## src/rtl/acs_verdict_stage.sv

```systemverilog
`timescale 1ns/1ps
// One-entry output register with valid/ready. Loads a verdict on accept.
// The violation flag becomes a strobe only in the load cycle.
// Assumes res_ready may change at any cycle.
module acs_verdict_stage #(
    parameter int VW = 2
) (
    input  logic          clk,
    input  logic          rst_n,
    input  logic          in_valid,
    output logic          in_ready,
    input  logic [VW-1:0] in_verdict,
    input  logic          in_flag,
    output logic          out_valid,
    input  logic          out_ready,
    output logic [VW-1:0] out_verdict,
    output logic          out_strobe
);
    logic load;

    // Accept when the register is empty or being drained.
    always_comb begin
        in_ready = !out_valid || out_ready;
        load     = in_valid && in_ready;
    end

    // Hold or replace the verdict and raise the strobe only on a load.
    always_ff @(posedge clk) begin
        if (!rst_n) begin
            out_valid   <= 1'b0;
            out_verdict <= '0;
            out_strobe  <= 1'b0;
        end else begin
            out_strobe <= load && in_flag;
            if (load) begin
                out_valid   <= 1'b1;
                out_verdict <= in_verdict;
            end else if (out_ready) begin
                out_valid <= 1'b0;
            end
        end
    end

    assert_reset_idle_R1: assert property (@(posedge clk)
        !rst_n |=> !out_valid && !out_strobe);
    assert_accept_next_R2: assert property (@(posedge clk) disable iff (!rst_n)
        in_valid && in_ready |=> out_valid);
    assert_stall_hold_R2: assert property (@(posedge clk) disable iff (!rst_n)
        out_valid && !out_ready |=> out_valid && $stable(out_verdict));
    assert_strobe_with_valid_R9: assert property (@(posedge clk) disable iff (!rst_n)
        out_strobe |-> out_valid);
    assert_strobe_once_R9: assert property (@(posedge clk) disable iff (!rst_n)
        out_valid && !out_ready |=> !out_strobe);
endmodule

```

## config.mk

```make
export PLATFORM = sky130hd
export DESIGN_NAME = acs_verdict_stage
export DESIGN_NICKNAME = d
export VERILOG_FILES = /design/src/rtl/acs_verdict_stage.sv
export SDC_FILE = /design/constraint.sdc
export NUM_CORES = 1
export LEC_CHECK = 0
export ABC_AREA = 1
export BUFFER_PORTS_ARGS = -buffer_cell sky130_fd_sc_hd__buf_2
export CORE_AREA = 2 2 39 41
export CTS_CLUSTER_SIZE = 12
export DETAILED_ROUTE_END_ITERATION = 16
export DIE_AREA = 0 0 41 43
export MAX_ROUTING_LAYER = met4
export PLACE_DENSITY = 0.31
export SETUP_SLACK_MARGIN = 0.3
export SLEW_MARGIN = 20
export SYNTH_ARGS = -nofsm -noshare
export SYNTH_HDL_FRONTEND = slang
export SYNTH_SLANG_ARGS = --single-unit
```

## constraint.sdc

```tcl
create_clock -name clk -period 1.2 [get_ports clk]
set_clock_uncertainty 0.1 [all_clocks]
set_input_delay 0.24 -clock clk [delete_from_list [all_inputs] [get_ports clk]]
set_output_delay 0.24 -clock clk [all_outputs]
set_load 0.005 [all_outputs]
```

==> reports/metrics.csv, run 1 <==
stage;metric;value;unit
outcome;status;completed;
sta;Achievable Freq;938;MHz
yosys;synthesized area;159;sq um
floorplanning;row count;14;
floorplanning;DIE HEIGHT;43;um
sta;RSZ-0062 raised after global routing;true;
setup_path;Crit Path Category;reg2out;
sta;Least-Margin Pin Slew;144;ps
clocking;Post-CTS Hold Fix Bufs;0;
final_layout;Area Overhead vs Synth;100;%
floorplanning;starting density of the core;0.115;
yosys;sequential fraction of the synthesis area;0.504;
floorplanning;I/O pins;12;
route;met2 WL;161;um
sta;setup TNS;0;ps
sta;final period utilization;0.888;
pwr;Leakage;0.173;nW
route;final WL;444;um
yosys;synth warn;0;
floorplanning;Core ar.;1380;sq um
yosys;Simple-Gate Fraction of Synth Area;0.283;
sta;Worst slew margin;0.904;
route;drt drc;0;
route;Highest Signal Layer;met3;
placement;Cells after DPL;48;
setup_path;Crit-path slowest cell;dfxtp_2;
final_layout;commonest non-fill, non-tap cell in the layout;buf_2;
yosys;dominant cell type by area after synthesis;dfxtp_1;
final_layout;commonest cells after routing, fill and taps aside;buf_2, inv_1, buf_6;
placement;RePlAce Congestion;0.586;
setup_path;Req. time, crit path;860;ps
yosys;post-synthesis xor/xnor area fraction;0;
yosys;Cells after Synth;21;
placement;IO buf count;11;
global_route;Overflow after GRT;0;
setup_path;Worst Setup End Kind;output pin;
floorplanning;die area;1760;sq um
global_route;number of global-route vias before repair;163;
global_route;Global Route Usage Sum;0.0617;
route;routed vias;186;
yosys;post-synth top area share;0.504;
global_route;largest net degree at the start of global routing;7;
final_layout;Diodes inserted;0;
yosys;Mean Syn Cell Area;7.57;sq um
setup_path;crit path max fanout;2;
yosys;Post-Syn Nets;28;
route;Vias/cell;3.44;
clocking;H-tree Lvls;1;
setup_path;CP cell instances;nand2_4 -> buf_6;
route;DR iter-0 viols;1;
route;DRT Pass-1 Iters;2;
route;routed len/inst;8.22;um
sta;Hold Fails Final Rpt;0;
run;Max-Cap Viols;0;
route;Final ANT Viol Nets;0;
setup_path;crit-path max cell delay;340;ps
pwr;pwr dens;1210;nW/um^2
clocking;CTS Sinks;4;
global_route;first-pass GRT wire length;600;um
yosys;#FFs+latches synth;4;
sta;Final Setup Violations;0;
setup_path;Worst EP arrival;730;ps
clocking;Clock Tree Root;clkbuf_4;
clocking;Inserted Clock Buffers;3;
yosys;Netlist cell types;8;
setup_path;Worst Setup Start Kind;flip-flop;
final_layout;layout cells sized above 1;0.658;
clocking;Worst-path clk slew;40;ps
yosys;mux share of post-synthesis cell area;0;
yosys;post-synthesis compound-gate area fraction;0.0945;
pwr;Peak VDD IR;0.556;mV
clocking;Max Buffers Root-to-Sink;2;
clocking;TritonCTS clock tree;built;
global_route;antenna violations before repair;0;
yosys;largest family of logic cells by synthesized area;simple AND/OR/NAND/NOR gates;
yosys;ranking of synthesized cells by area;dfxtp_1, a21oi_1, nand3_1;
route;WL met1;191;um
final_layout;fin cells;54;
min_path;worst min path class;in2reg;
sta;Final Max Tran Viols;0;
yosys;Post-Synth Adder-Cell Area;0;
final_layout;Nets;47;
clocking;Worst-Skew Late Latency;240;ps
route;met3 WL;92;um
sta;Final min period;1070;ps
floorplanning;Die Wd;41;um
==> worst paths after layout <==
path | cells past startpoint | end | slack, ps | from
max | 2 | in_ready | 130 | out_valid
min | 3 | out_verdict[1] | 150 | rst_n
max reg2reg | 5 | out_verdict[0] | 190 | out_valid
min reg2reg | 2 | out_verdict[1] | 390 | out_verdict[1]
==> per-layer routing <==
layer	track usage	vias up
met5	-	-
met4	0.0200	0
met3	0.0942	0
met2	0.0625	15
met1	0.0609	73
li1	-	98
==> per-stage QoR <==
step | util | cell area (sq um) | worst slack, ps | hold WS [ps] | power, mW
after floorplan | - | 159 | 372 | 261 | 0.170
after global placement | 0.169 | 234 | 276 | 367 | 0.193
after detailed placement | 0.169 | 234 | 267 | 374 | 0.195
after CTS | 0.203 | 282 | 122 | 141 | 0.378
after global routing | 0.230 | 318 | 97.6 | 145 | 0.418
final | 0.230 | 318 | 134 | 148 | 0.384
==> layout make-up <==
class | count | area [sq um]
multi-input combinational | 12 | 72.6
clock buffer | 3 | 22.5
tap | 16 | 20.0
inverter | 5 | 18.8
fill | 153 | 1070
timing repair buffer | 14 | 100
sequential | 4 | 83.8
==> kinds of logic (layout without fill, tap and decap cells) <==
family	count (synthesis)	after routing
AO/OA/AOI/OAI	3	3
buffers and inverters	5	22
flip-flops	4	4
AND/OR/NAND/NOR	9	9
==> sequential cells by signal, indices dropped and copies added, names as in the netlist <==
signal,count
out_strobe,1
out_valid,1
out_verdict,2
==> synthesized netlist by cell type <==
master / number
nand2_1: 2
dfxtp_1: 4
nand3_1: 3
nand2_4: 1
a21oi_1: 3
inv_2: 1
inv_1: 4
nor2_1: 3
==> what timing repair did <==
| item | in CTS | in global routing |
|---|---|---|
| hold endpoints to repair | 0 | 0 |
| resized for setup | 4 | 6 |
| pin swaps | 1 | 1 |
| setup endpoints to repair | 5 | 7 |
| setup buffers | 2 | 1 |
| cloned | 0 | 0 |
==> critical path: cells and delay by family (launching register included) <==
family | cells | cell delay, ps
buffers and inverters | 1 | 100
flip-flops | 1 | 340
AND/OR/NAND/NOR | 1 | 50
==> report_power, final <==
part           switching, mW  internal [mW]
clock                 0.0546          0.112
sequential           0.00610          0.144
combinational         0.0282         0.0393
total                 0.0889          0.295
(Power assumes the default switching activity.)
==> run 2, diff against run 1 <==
--- a/config.mk
+++ b/config.mk
@@ -18,3 +18,4 @@
 export SYNTH_ARGS = -nofsm -noshare
 export SYNTH_HDL_FRONTEND = slang
 export SYNTH_SLANG_ARGS = --single-unit
+export TNS_END_PERCENT = 100
==> constraint.sdc (replaced) <==
create_clock -name clk -period 1.05 [get_ports clk]
set_clock_uncertainty 0.1 [all_clocks]
set_input_delay 0.21 -clock clk [delete_from_list [all_inputs] [get_ports clk]]
set_output_delay 0.21 -clock clk [all_outputs]
set_load 0.005 [all_outputs]
==> reports/metrics.csv, run 2 (synthesis gave the netlist of run 1 again) <==
stage;metric;value;unit
route;DRT Pass-1 Iters;2;
floorplanning;I/O pins;12;
floorplanning;DIE HEIGHT;43;um
pwr;total power;434;uW
final_layout;Top reg by flops;out_verdict;
final_layout;max reg flops;2;
setup_path;Req. time, crit path;740;ps
global_route;number of global-route vias before repair;162;
placement;RePlAce Congestion;0.568;
setup_path;reg-to-reg startpoint;out_valid;
setup_path;WP buf/inv;1;
route;drt drc;0;
setup_path;Largest delay share family, worst path;flip-flops;
sta;Least-Margin Pin Slew;124;ps
clocking;Max Buffers Root-to-Sink;2;
clocking;Worst-path clk slew;40;ps
floorplanning;Core ar.;1380;sq um
sta;final period utilization;0.986;
clocking;CTS Sinks;4;
final_layout;Area Overhead vs Synth;96.9;%
pwr;pwr dens;1390;nW/um^2
setup_path;FF-to-FF path depth;4;
setup_path;Worst Setup End Kind;output pin;
global_route;first-pass GRT wire length;572;um
global_route;largest net degree at the start of global routing;7;
placement;hpwl dp;306;um
clocking;Inserted Clock Buffers;3;
min_path;worst min path class;in2reg;
sta;Final Max Tran Viols;0;
route;DR iter-0 viols;5;
min_path;Hold Path Depth;3;
sta;Hold Fails Final Rpt;0;
sta;Achievable Freq;966;MHz
clocking;TritonCTS clock tree;built;
setup_path;CP Launch Point;out_valid;
sta;Final min period;1040;ps
final_layout;fin cells;54;
global_route;Overflow after GRT;0;
clocking;Clock Tree Root;clkbuf_4;
sta;Final Setup Violations;0;
min_path;min-delay src;in_flag;
route;Final ANT Viol Nets;0;
clocking;Post-CTS Hold Fix Bufs;0;
setup_path;r2r endpoint;out_verdict[1];
placement;IO buf count;11;
final_layout;Nets;47;
route;routed vias;187;
floorplanning;starting density of the core;0.115;
setup_path;Worst Setup Start Kind;flip-flop;
sta;hold slack;121;ps
route;Vias/cell;3.46;
setup_path;crit-path max cell delay;340;ps
outcome;status;completed;
global_route;antenna violations before repair;0;
pwr;Peak VDD IR;0.936;mV
setup_path;crit path max fanout;2;
route;routed len/inst;8.02;um
setup_path;Crit Path Category;reg2out;
run;Max-Cap Viols;0;
route;final WL;433;um
setup_path;CP cell instances;nand2_4 -> buf_6;
global_route;Global Route Usage Sum;0.0586;
floorplanning;Die Wd;41;um
sta;RSZ-0062 raised after global routing;true;
placement;Setup WS pre-CTS;165;ps
final_layout;layout cells sized above 1;0.658;
sta;Worst slew margin;0.918;
placement;placed instance area;243;sq um
setup_path;Crit-path slowest cell;dfxtp_2;
pwr;Leakage;0.171;nW
floorplanning;die area;1760;sq um
setup_path;r2r setup slk;140;ps
final_layout;largest registers;out_verdict: 2 flops, out_strobe: 1 flops, out_valid: 1 flops;
min_path;Hold Path Sink;out_strobe;
clocking;Worst-Skew Late Latency;230;ps
sta;Worst Setup Slack, final;14.5;ps
floorplanning;row count;14;
final_layout;commonest cells after routing, fill and taps aside;buf_2, inv_1;
final_layout;Final Cell Area;313;sq um
clocking;H-tree Lvls;1;
placement;Cells after DPL;48;
final_layout;commonest non-fill, non-tap cell in the layout;buf_2;
final_layout;Diodes inserted;0;
setup_path;Worst EP arrival;730;ps
final_layout;Filler cells;162;
## run 2: worst reg2reg max path, delay by kind of cell, from the launching register on
kind	cells	cell delay (ps)
flip-flops	1	340
buffers and inverters	1	150
AO/OA/AOI/OAI	1	110
AND/OR/NAND/NOR	2	100
## run 2: worst max-delay path by stage
stage	to	slack [ps]	depth (start not counted)
2_1_floorplan	out_verdict[0]	280	3
3_3_place_gp	in_ready	170	4
4_1_cts	in_ready	0.2	2
6_report	in_ready	10	2
5_1_grt	in_ready	-20	2
3_5_place_dp	in_ready	170	4
## run 2: report_power, final
group / total [mW] / internal [mW] / switching (mW)
registers: 0.172 / 0.165 / 0.00701
logic: 0.0766 / 0.0450 / 0.0316
clock network: 0.185 / 0.127 / 0.0578
## run 2: timing repair
action	CTS	global route
setup endpoints to repair	7	9
endpoints found under the hold margin	0	0
resized for setup	3	3
buffers inserted	3	0
pin swaps	1	1
## run 2: cell type report
| cell class | instances | area (sq um) | area share |
|---|---|---|---|
| repair buffers | 14 | 96.3 | 0.308 |
| clock buffers | 3 | 22.5 | 0.0720 |
| flip-flops and latches | 4 | 83.8 | 0.268 |
| well taps | 16 | 20.0 | 0.0640 |
| inverters | 5 | 18.8 | 0.0600 |
| multi-input cells | 12 | 71.3 | 0.228 |
## run 2: through the flow
stage	setup TNS (ps)	utilization
finish	0	0.226
floorplan	0	-
global route	-16.9	0.226
detailed placement	0	0.175
global placement	0	0.175
CTS	0	0.214
## run 2: layer usage
metal	vias up	share of wire	GRT usage
li1	99	-	-
met1	72	0.48	0.0641
met2	16	0.35	0.0500
met3	0	0.17	0.0942
met4	0	0	0.0200
met5	-	0	-
